## config.mk

```make
export PLATFORM = sky130hd
export DESIGN_NAME = zloop_unit
export DESIGN_NICKNAME = d
export VERILOG_FILES = /design/src/rtl/zloop_pkg.sv /design/src/rtl/zloop_decode.sv /design/src/rtl/zloop_target.sv /design/src/rtl/zloop_match.sv /design/src/rtl/zloop_unit.sv
export SDC_FILE = /design/constraint.sdc
export NUM_CORES = 1
export LEC_CHECK = 0
export ABC_CLOCK_PERIOD_IN_PS = 15000
export CAP_MARGIN = 15
export CELL_PAD_IN_SITES_DETAIL_PLACEMENT = 1
export CELL_PAD_IN_SITES_GLOBAL_PLACEMENT = 1
export CORE_AREA = 2 2 240 242
export CTS_BUF_LIST = sky130_fd_sc_hd__clkbuf_4 sky130_fd_sc_hd__clkbuf_8 sky130_fd_sc_hd__clkbuf_16
export CTS_CLUSTER_SIZE = 8
export DETAILED_ROUTE_END_ITERATION = 12
export DIE_AREA = 0 0 242 244
export PLACE_DENSITY_LB_ADDON = 0.3
export SYNTH_ARGS = -nofsm -noshare
export SYNTH_HDL_FRONTEND = slang
export SYNTH_HIERARCHICAL = 1
export SYNTH_SLANG_ARGS = --single-unit
export TNS_END_PERCENT = 30
```

## constraint.sdc

```tcl
create_clock -name clk -period 15 [get_ports clk]
set_input_delay 1.5 -clock clk [delete_from_list [all_inputs] [get_ports clk]]
set_output_delay 1.5 -clock clk [all_outputs]
set_load 0.005 [all_outputs]
```

## src/rtl/zloop_pkg.sv

```systemverilog
package zloop_pkg;

  typedef enum logic [2:0] {
    OP_SET_START = 3'b000,
    OP_SET_END   = 3'b001,
    OP_CNT_REG   = 3'b010,
    OP_CNT_IMM   = 3'b011,
    OP_SETUP_I   = 3'b100,
    OP_SETUP_Z   = 3'b101
  } zl_op_e;

  typedef struct packed {
    logic wr_start;
    logic wr_end;
    logic wr_cnt;
  } zl_wr_t;

  typedef struct packed {
    zl_wr_t wr;
    logic   tgt_zimm;
    logic   start_npc;
    logic   cnt_reg;
    logic   illegal;
  } zl_ctrl_t;

endpackage

```

## src/rtl/zloop_decode.sv

```systemverilog
module zloop_decode
  import zloop_pkg::*;
(
  input  logic       valid,
  input  logic [2:0] op,
  output zl_ctrl_t   ctrl
);

  always_comb begin
    ctrl = '0;
    if (valid) begin
      case (op)
        OP_SET_START: ctrl.wr.wr_start = 1'b1;
        OP_SET_END:   ctrl.wr.wr_end   = 1'b1;
        OP_CNT_REG: begin
          ctrl.wr.wr_cnt = 1'b1;
          ctrl.cnt_reg   = 1'b1;
        end
        OP_CNT_IMM:   ctrl.wr.wr_cnt   = 1'b1;
        OP_SETUP_I: begin
          ctrl.wr        = '{wr_start: 1'b1, wr_end: 1'b1, wr_cnt: 1'b1};
          ctrl.start_npc = 1'b1;
          ctrl.cnt_reg   = 1'b1;
        end
        OP_SETUP_Z: begin
          ctrl.wr        = '{wr_start: 1'b1, wr_end: 1'b1, wr_cnt: 1'b1};
          ctrl.tgt_zimm  = 1'b1;
          ctrl.start_npc = 1'b1;
          ctrl.cnt_reg   = 1'b1;
        end
        default:      ctrl.illegal     = 1'b1;
      endcase
    end
  end

endmodule

```

## src/rtl/zloop_target.sv

```systemverilog
module zloop_target #(
  parameter int ADDR_W = 32,
  parameter int CNT_W  = 32
) (
  input  logic              sel_zimm,
  input  logic              sel_npc,
  input  logic              sel_reg,
  input  logic [ADDR_W-1:0] pc,
  input  logic [ADDR_W-1:0] next_pc,
  input  logic [ADDR_W-1:0] imm_i,
  input  logic [ADDR_W-1:0] imm_z,
  input  logic [CNT_W-1:0]  rs1,
  output logic [ADDR_W-1:0] start_val,
  output logic [ADDR_W-1:0] end_val,
  output logic [CNT_W-1:0]  cnt_val
);

  logic [ADDR_W-1:0] offset;
  logic [ADDR_W-1:0] target;
  logic              unused_zimm_msb;

  // single shared adder; the Z immediate is a half-word offset
  assign offset          = sel_zimm ? {imm_z[ADDR_W-2:0], 1'b0} : imm_i;
  assign target          = pc + offset;
  assign unused_zimm_msb = imm_z[ADDR_W-1];

  assign end_val   = target;
  assign start_val = sel_npc ? next_pc : target;
  assign cnt_val   = sel_reg ? rs1 : CNT_W'(imm_i);

endmodule

```

## src/rtl/zloop_match.sv

```systemverilog
module zloop_match #(
  parameter int NUM_LOOPS = 4,
  parameter int ADDR_W    = 32,
  parameter int CNT_W     = 32,
  localparam int IDX_W    = $clog2(NUM_LOOPS)
) (
  input  logic                              fetch_valid,
  input  logic [ADDR_W-1:0]                 fetch_pc,
  input  logic [NUM_LOOPS-1:0][ADDR_W-1:0]  end_q,
  input  logic [NUM_LOOPS-1:0][CNT_W-1:0]   cnt_q,
  output logic                              hit,
  output logic [IDX_W-1:0]                  hit_idx,
  output logic                              hit_live
);

  logic [NUM_LOOPS-1:0] match;

  for (genvar g = 0; g < NUM_LOOPS; g++) begin : g_cmp
    assign match[g] = fetch_valid && (end_q[g] == fetch_pc) && (cnt_q[g] != '0);
  end

  // lowest index wins
  always_comb begin
    hit_idx = '0;
    for (int i = NUM_LOOPS - 1; i >= 0; i--) begin
      if (match[i]) hit_idx = IDX_W'(i);
    end
  end

  assign hit      = |match;
  assign hit_live = hit && (cnt_q[hit_idx] > CNT_W'(1));

endmodule

```

## src/rtl/zloop_unit.sv

```systemverilog
module zloop_unit
  import zloop_pkg::*;
#(
  parameter int ADDR_W = 32,
  parameter int CNT_W  = 32
) (
  input  logic              clk,
  input  logic              rst_n,
  input  logic              setup_valid,
  input  logic [31:0]       setup_insn,
  input  logic [ADDR_W-1:0] setup_pc,
  input  logic [ADDR_W-1:0] setup_next_pc,
  input  logic [ADDR_W-1:0] setup_imm_i,
  input  logic [ADDR_W-1:0] setup_imm_z,
  input  logic [CNT_W-1:0]  setup_rs1,
  input  logic              fetch_valid,
  input  logic [ADDR_W-1:0] fetch_pc,
  output logic              jump_req,
  output logic [ADDR_W-1:0] jump_addr,
  output logic              illegal_op
);

  localparam int IDX_W     = 2;
  localparam int NUM_LOOPS = 1 << IDX_W;
  localparam int IDX_LSB   = 7;
  localparam int OP_LSB    = 12;

  // reset: asserted asynchronously, released on the clock
  logic [1:0] rst_pipe;
  logic       rst_sync_n;

  always_ff @(posedge clk or negedge rst_n) begin
    if (!rst_n) rst_pipe <= '0;
    else        rst_pipe <= {rst_pipe[0], 1'b1};
  end
  assign rst_sync_n = rst_pipe[1];

  // instruction fields
  logic [IDX_W-1:0] setup_idx;
  logic [2:0]       setup_op;
  logic             unused_insn_bits;

  assign setup_idx        = setup_insn[IDX_LSB +: IDX_W];
  assign setup_op         = setup_insn[OP_LSB +: 3];
  assign unused_insn_bits = ^{setup_insn[31:15], setup_insn[11:9], setup_insn[6:0]};

  zl_ctrl_t          ctrl;
  logic [ADDR_W-1:0] start_val;
  logic [ADDR_W-1:0] end_val;
  logic [CNT_W-1:0]  cnt_val;

  zloop_decode u_dec (
    .valid (setup_valid),
    .op    (setup_op),
    .ctrl  (ctrl)
  );

  zloop_target #(.ADDR_W(ADDR_W), .CNT_W(CNT_W)) u_tgt (
    .sel_zimm  (ctrl.tgt_zimm),
    .sel_npc   (ctrl.start_npc),
    .sel_reg   (ctrl.cnt_reg),
    .pc        (setup_pc),
    .next_pc   (setup_next_pc),
    .imm_i     (setup_imm_i),
    .imm_z     (setup_imm_z),
    .rs1       (setup_rs1),
    .start_val (start_val),
    .end_val   (end_val),
    .cnt_val   (cnt_val)
  );

  // loop state
  logic [NUM_LOOPS-1:0][ADDR_W-1:0] start_q;
  logic [NUM_LOOPS-1:0][ADDR_W-1:0] end_q;
  logic [NUM_LOOPS-1:0][CNT_W-1:0]  cnt_q;
  logic [NUM_LOOPS-1:0][CNT_W-1:0]  cnt_d;
  logic [NUM_LOOPS-1:0]             en_start;
  logic [NUM_LOOPS-1:0]             en_end;
  logic [NUM_LOOPS-1:0]             en_cnt;

  logic             hit;
  logic [IDX_W-1:0] hit_idx;
  logic             hit_live;

  zloop_match #(.NUM_LOOPS(NUM_LOOPS), .ADDR_W(ADDR_W), .CNT_W(CNT_W)) u_match (
    .fetch_valid (fetch_valid),
    .fetch_pc    (fetch_pc),
    .end_q       (end_q),
    .cnt_q       (cnt_q),
    .hit         (hit),
    .hit_idx     (hit_idx),
    .hit_live    (hit_live)
  );

  // next state and clock enables
  always_comb begin
    for (int i = 0; i < NUM_LOOPS; i++) begin
      en_start[i] = (setup_idx == IDX_W'(i)) && ctrl.wr.wr_start;
      en_end[i]   = (setup_idx == IDX_W'(i)) && ctrl.wr.wr_end;
      en_cnt[i]   = ((setup_idx == IDX_W'(i)) && ctrl.wr.wr_cnt) ||
                    (hit && (hit_idx == IDX_W'(i)));
      // a count load takes priority over the fetch decrement
      if ((setup_idx == IDX_W'(i)) && ctrl.wr.wr_cnt) cnt_d[i] = cnt_val;
      else                                             cnt_d[i] = cnt_q[i] - CNT_W'(1);
    end
  end

  always_ff @(posedge clk or negedge rst_sync_n) begin
    if (!rst_sync_n) begin
      start_q <= '0;
      end_q   <= '0;
      cnt_q   <= '0;
    end else begin
      for (int i = 0; i < NUM_LOOPS; i++) begin
        if (en_start[i]) start_q[i] <= start_val;
        if (en_end[i])   end_q[i]   <= end_val;
        if (en_cnt[i])   cnt_q[i]   <= cnt_d[i];
      end
    end
  end

  assign jump_req   = hit_live;
  assign jump_addr  = start_q[hit_idx];
  assign illegal_op = ctrl.illegal;

endmodule

```

# After elaboration in Yosys (flattened, before gate mapping)
# Index checks and enable logic that the tools add are counted.
totals:
  ff_bits: 386
  inputBits: 228
  out_inout_bits: 34
  elab_cells: 101
classes:
  add_sub_neg: 5
  order_cmp: 2
  eq_ne: 15
  n_mux: 23
  n_reduce_logical: 43
op_table:
  columns: ["operator", "n"]
  rows:
  - ["$mux W32", 9]
  - ["$bmux W32 S2", 2]
  - ["$eq A32 B32 Y1", 4]
  - ["$reduce_bool A32 Y1", 4]
  - ["$sub A32 B1 Y32 const B", 4]
  - ["$add A32 B32 Y32", 1]
  - ["$gt A32 B1 Y1 const B", 1]
  - ["$logic_and A1 B1 Y1", 25]
  - ["$reduce_or A3 Y1", 3]
  - ["$eq A2 B2 Y1 const B", 4]
  - ["$mux W2", 4]
  - ["$reduce_or A4 Y1", 2]
  - ["$mux W1", 7]
  - ["$mux W7", 1]
  - ["$eq A3 B2 Y1 const B", 2]
  - ["$eq A3 B3 Y1 const B", 2]
  - ["$reduce_or A6 Y1", 1]
  - ["$eq A2 B1 Y1 const B", 2]
  - ["$logic_not A2 Y1", 2]
  - ["$logic_or A1 B1 Y1", 4]
  - ["$eq A3 B1 Y1 const B", 1]
  - ["$logic_not A3 Y1", 1]
  - ["$lt A2 B3 Y1 const B", 1]
  - ["$reduce_or A2 Y1", 1]

# Logic depth before layout (Yosys ltp)
depth:
  ltp_word: 11
  ltp_mapped: 15
  depth_no_buf: 13

# Modules after synthesis
# Netlist, hierarchy kept.
by_module_without_submodules:
  columns: ["mod", "n_inst", "cells_each", "area_each_um2", "seq_area_each_um2"]
  rows:
  - ["zloop_unit", 1, 1398, 17351.6, 9659.3]
  - ["zloop_target", 1, 394, 3047.9, 0.0]
  - ["zloop_match", 1, 238, 1790.5, 0.0]
  - ["zloop_decode", 1, 12, 95.1, 0.0]

# Worst setup path before layout
# Ideal clock, no wire load.
synth_timing:
  path_type: "input-to-output"
  startpoint: "input port fetch_pc[18]"
  endpoint: "output port jump_addr[10]"
  t_arrival_ns: 4.298
  t_required_ns: 13.500
  path_slack_ns: 9.202
  cell_stages: 9
  path_buffers: 2
  cell_sequence: "xor2_1 nor4_1 nand4_1 or3_1 or2_1 a21boi_1 clkbuf_1 buf_1 mux4_2"
synth_between:
  elab_chain_len: 9
  word_cells_on_any_way: 18
  cone_classes: "4 x eq/ne; 6 x mux; 8 x reduce/logical"
synth_rtl:
  columns: ["item", "line", "rtl"]
  rows:
  - ["start: declaration", "zloop_unit.sv:17", "input logic [ADDR_W-1:0] fetch_pc,"]
  - ["$eq A32 B32 Y1", "zloop_match.sv:19", "assign match[g] = fetch_valid && (end_q[g] == fetch_pc) && (cnt_q[g] != '0);"]
  - ["$logic_and A1 B1 Y1 (2 in series)", "zloop_match.sv:19", null]
  - ["$mux W2 (3 in series)", "zloop_match.sv:26", "if (match[i]) hit_idx = IDX_W'(i);"]
  - ["$mux W2 (*)", "zloop_match.sv:26", null]
  - ["named net hit_idx[0]", "zloop_unit.sv:82", "logic [IDX_W-1:0] hit_idx;"]
  - ["$bmux W32 S2 (*)", "zloop_unit.sv:123", "assign jump_addr = start_q[hit_idx];"]
  - ["$mux W32 (not written as such) (*)", "zloop_unit.sv:123", null]
  - ["end: declaration", "zloop_unit.sv:19", "output logic [ADDR_W-1:0] jump_addr,"]
# Mark *: on every way through the listed nets, which the timed path passes. The rest lies on a longest branch. The select of a mux whose other input is x is not followed.

# Worst setup path in the final report
layout_timing:
  startpoint: "input port fetch_pc[31]"
  endpoint: "output port jump_addr[9]"
# The elaborated chain is that of the path after synthesis.

==> metrics.txt <==
Worst R2R Start=end_q[44]; Final Skew=52.6 ps; CP arrival=6590 ps; CTS tree=built; Comb pwr share=28.3%; Area Growth Syn to Fin=20.9%; R2R cell count=13; max-cap violations=0; syn_nets=2308; Tmin final=8090 ps; commonest non-fill, non-tap cells in the layout=385 x dfrtp_1, 337 x mux2_2, 233 x clkdlybuf4s50_1; synthesized area per cell=10.9 um^2; synthesized area=22300 um^2; Switching Power=0.00128 W; Gate Count Post-Synth=2042; layout cells sized above 1=22.0%; worst reg2reg setup slack=9070 ps; RSZ-0062 raised after global routing=no; Rel. slew slack=24.2%; IO Port Bufs=233; r2r endpoint=cnt_q[125]; CTS root buf=clkbuf_16; largest net degree at the start of global routing=83; Max Fclk=0.124 GHz; most common cell after layout, fill and taps aside=dfrtp_1; Die H=244 um; drt first pass iters=5; GRT Overall Usage=25.1%; Internal=0.00266 W; Setup CP Type=in2out; clock sinks=386; hold crit path type=reg2async; Initial Util=39.7%; routability cong.=0.878; drt wl/cell=24.6 um; global-route wire length before repair=114000 um; Critical Path RT=13500 ps; Clk pwr share=28.0%; Top FF cell, synth=dfrtp_1; critical-path maximum fanout=29; core box area=56200 um^2; Net Sw Frac=32.5%; Least-Margin Pin Slew=1130 ps; P_leak=10.5 nW; GR Overflow Total=0; CP Capture Type=output pin; maximum VDD drop=0.000101 V; Worst-Skew Late Latency=630 ps; depth of the CTS H-tree=2; setup bufs post-CTS=0; Power Density=146 nW/um^2; die width=242 um; setup TNS=0 ps; number of enable flip-flop cells after synthesis=0; Final Hold Viols=0; sequential group share of total power=43.7%; Clock transition at path regs=50 ps; die area=59000 um^2; antenna violations before repair=3; NumNets Final=2530; cts hold-fix bufs=0; Tcrit/Tclk final=53.9%; CTS resizes=0; max-slew violation count=0; Seq/Total Area, Yosys=43.3%; Vias per Instance=5.71; FF+latch count, synth=386; vias in the first global route=19023; Core Rows=87; Setup crit start kind=input pin; Detailed Route Iter0 Violations=902; Post-route DRC=0; # setup viols final=0; Yosys warning count=6; Finished Core Util=48.0%; Post-DP HPWL=54900 um; clock buffer depth=3; Routed WL=74300 um; Antenna Nets Post-Route=0; post-synth cell types=84; CTS Buf Count=54; status=completed; vias=17277; ys async rst share=100%; I/O Pins=262
-- per-stage QoR --
stage / instance area [um^2] / power (W) / hold WS, ps / setup slack, ps / instances
after CTS: 26900 / 0.00397 / 270 / 6960 / 3023
final: 26900 / 0.00395 / 257 / 6910 / 3027
after detailed placement: 25400 / 0.00284 / 272 / 6970 / 2962
after global placement: 25400 / 0.00276 / 263 / 7060 / 2962
after global routing: 26900 / 0.00416 / 299 / 6770 / 3027
after floorplan: 22300 / 0.00238 / 331 / 3450 / 2042
-- power groups by stage --
stage | combinational [W] | clock (W) | sequential (W)
floorplan | 0.000729 | 0 | 0.00165
global placement | 0.00107 | 0 | 0.00170
detailed placement | 0.00111 | 0 | 0.00173
CTS | 0.00112 | 0.00113 | 0.00172
global route | 0.00121 | 0.00117 | 0.00177
finish | 0.00112 | 0.00110 | 0.00172
-- cells in the mapped netlist, types with 44 or more instances --
cell type	number	share of area (%)
nand3_1	44	0.99
dfrtp_1	386	43
nor3_1	47	1.1
o21ai_0	44	0.99
xor2_1	202	7.9
nor2_1	162	2.7
mux2_2	337	17
xnor2_1	68	2.7
a21oi_1	121	2.7
nand2_1	102	1.7
clkbuf_1	60	1.0
nor4_1	93	2.6
-- flip-flops by register name, summed over array words and instances, names as in the netlist --
name,cells
rst_pipe,2
cnt_q,128
start_q,128
end_q,128
-- worst max-delay path by stage --
stage                             from       endpoint  slack, ps
after detailed placement  fetch_pc[31]   jump_addr[9]       6970
after floorplan            rst_pipe[1]       cnt_q[0]       3450
after global routing      fetch_pc[31]   jump_addr[9]       6770
after global placement    fetch_pc[31]  jump_addr[10]       7060
final                     fetch_pc[31]   jump_addr[9]       6910
after CTS                 fetch_pc[31]   jump_addr[9]       6960
-- area by class of cell --
cell class	count	area (um^2)
Fill cell	6111	29200
Antenna cell	2	5.00
Clock inverter	4	85.1
Multi-Input combinational cell	1542	12200
Tap cell	756	946
Inverter	20	75.1
Timing Repair Buffer	260	2560
Clock buffer	57	1370
Sequential cell	386	9660
-- worst max-delay path, stage by stage --
cell	delay, ps
clkdlybuf4s50_1	620
xor2_1	260
nor4_1	620
nand4_1	390
or3_1	500
or2_1	300
a21boi_4	640
buf_4	620
mux4_2	620
clkdlybuf4s50_1	490
-- routing by layer --
layer,vias up,share of wire [%],track usage [%]
li1,7852,-,-
met1,8899,42,30.6
met2,387,51,44.6
met3,139,3.9,4.06
met4,0,4.0,9.89
met5,-,0,0
-- cells by family after synthesis --
group / Yosys count / share of synthesized area (%)
AOI/OAI and AO/OA: 253 / 7.18
xor gates and xnor gates: 271 / 10.7
adders and majority gates: 38 / 2.17
buffers and inverters: 114 / 1.97
DFF: 386 / 43.3
muxes: 371 / 20.4
other: 1 / 0.0168
and+or+nand+nor: 608 / 14.3
Note: power is estimated with default switching activity, not from simulation.
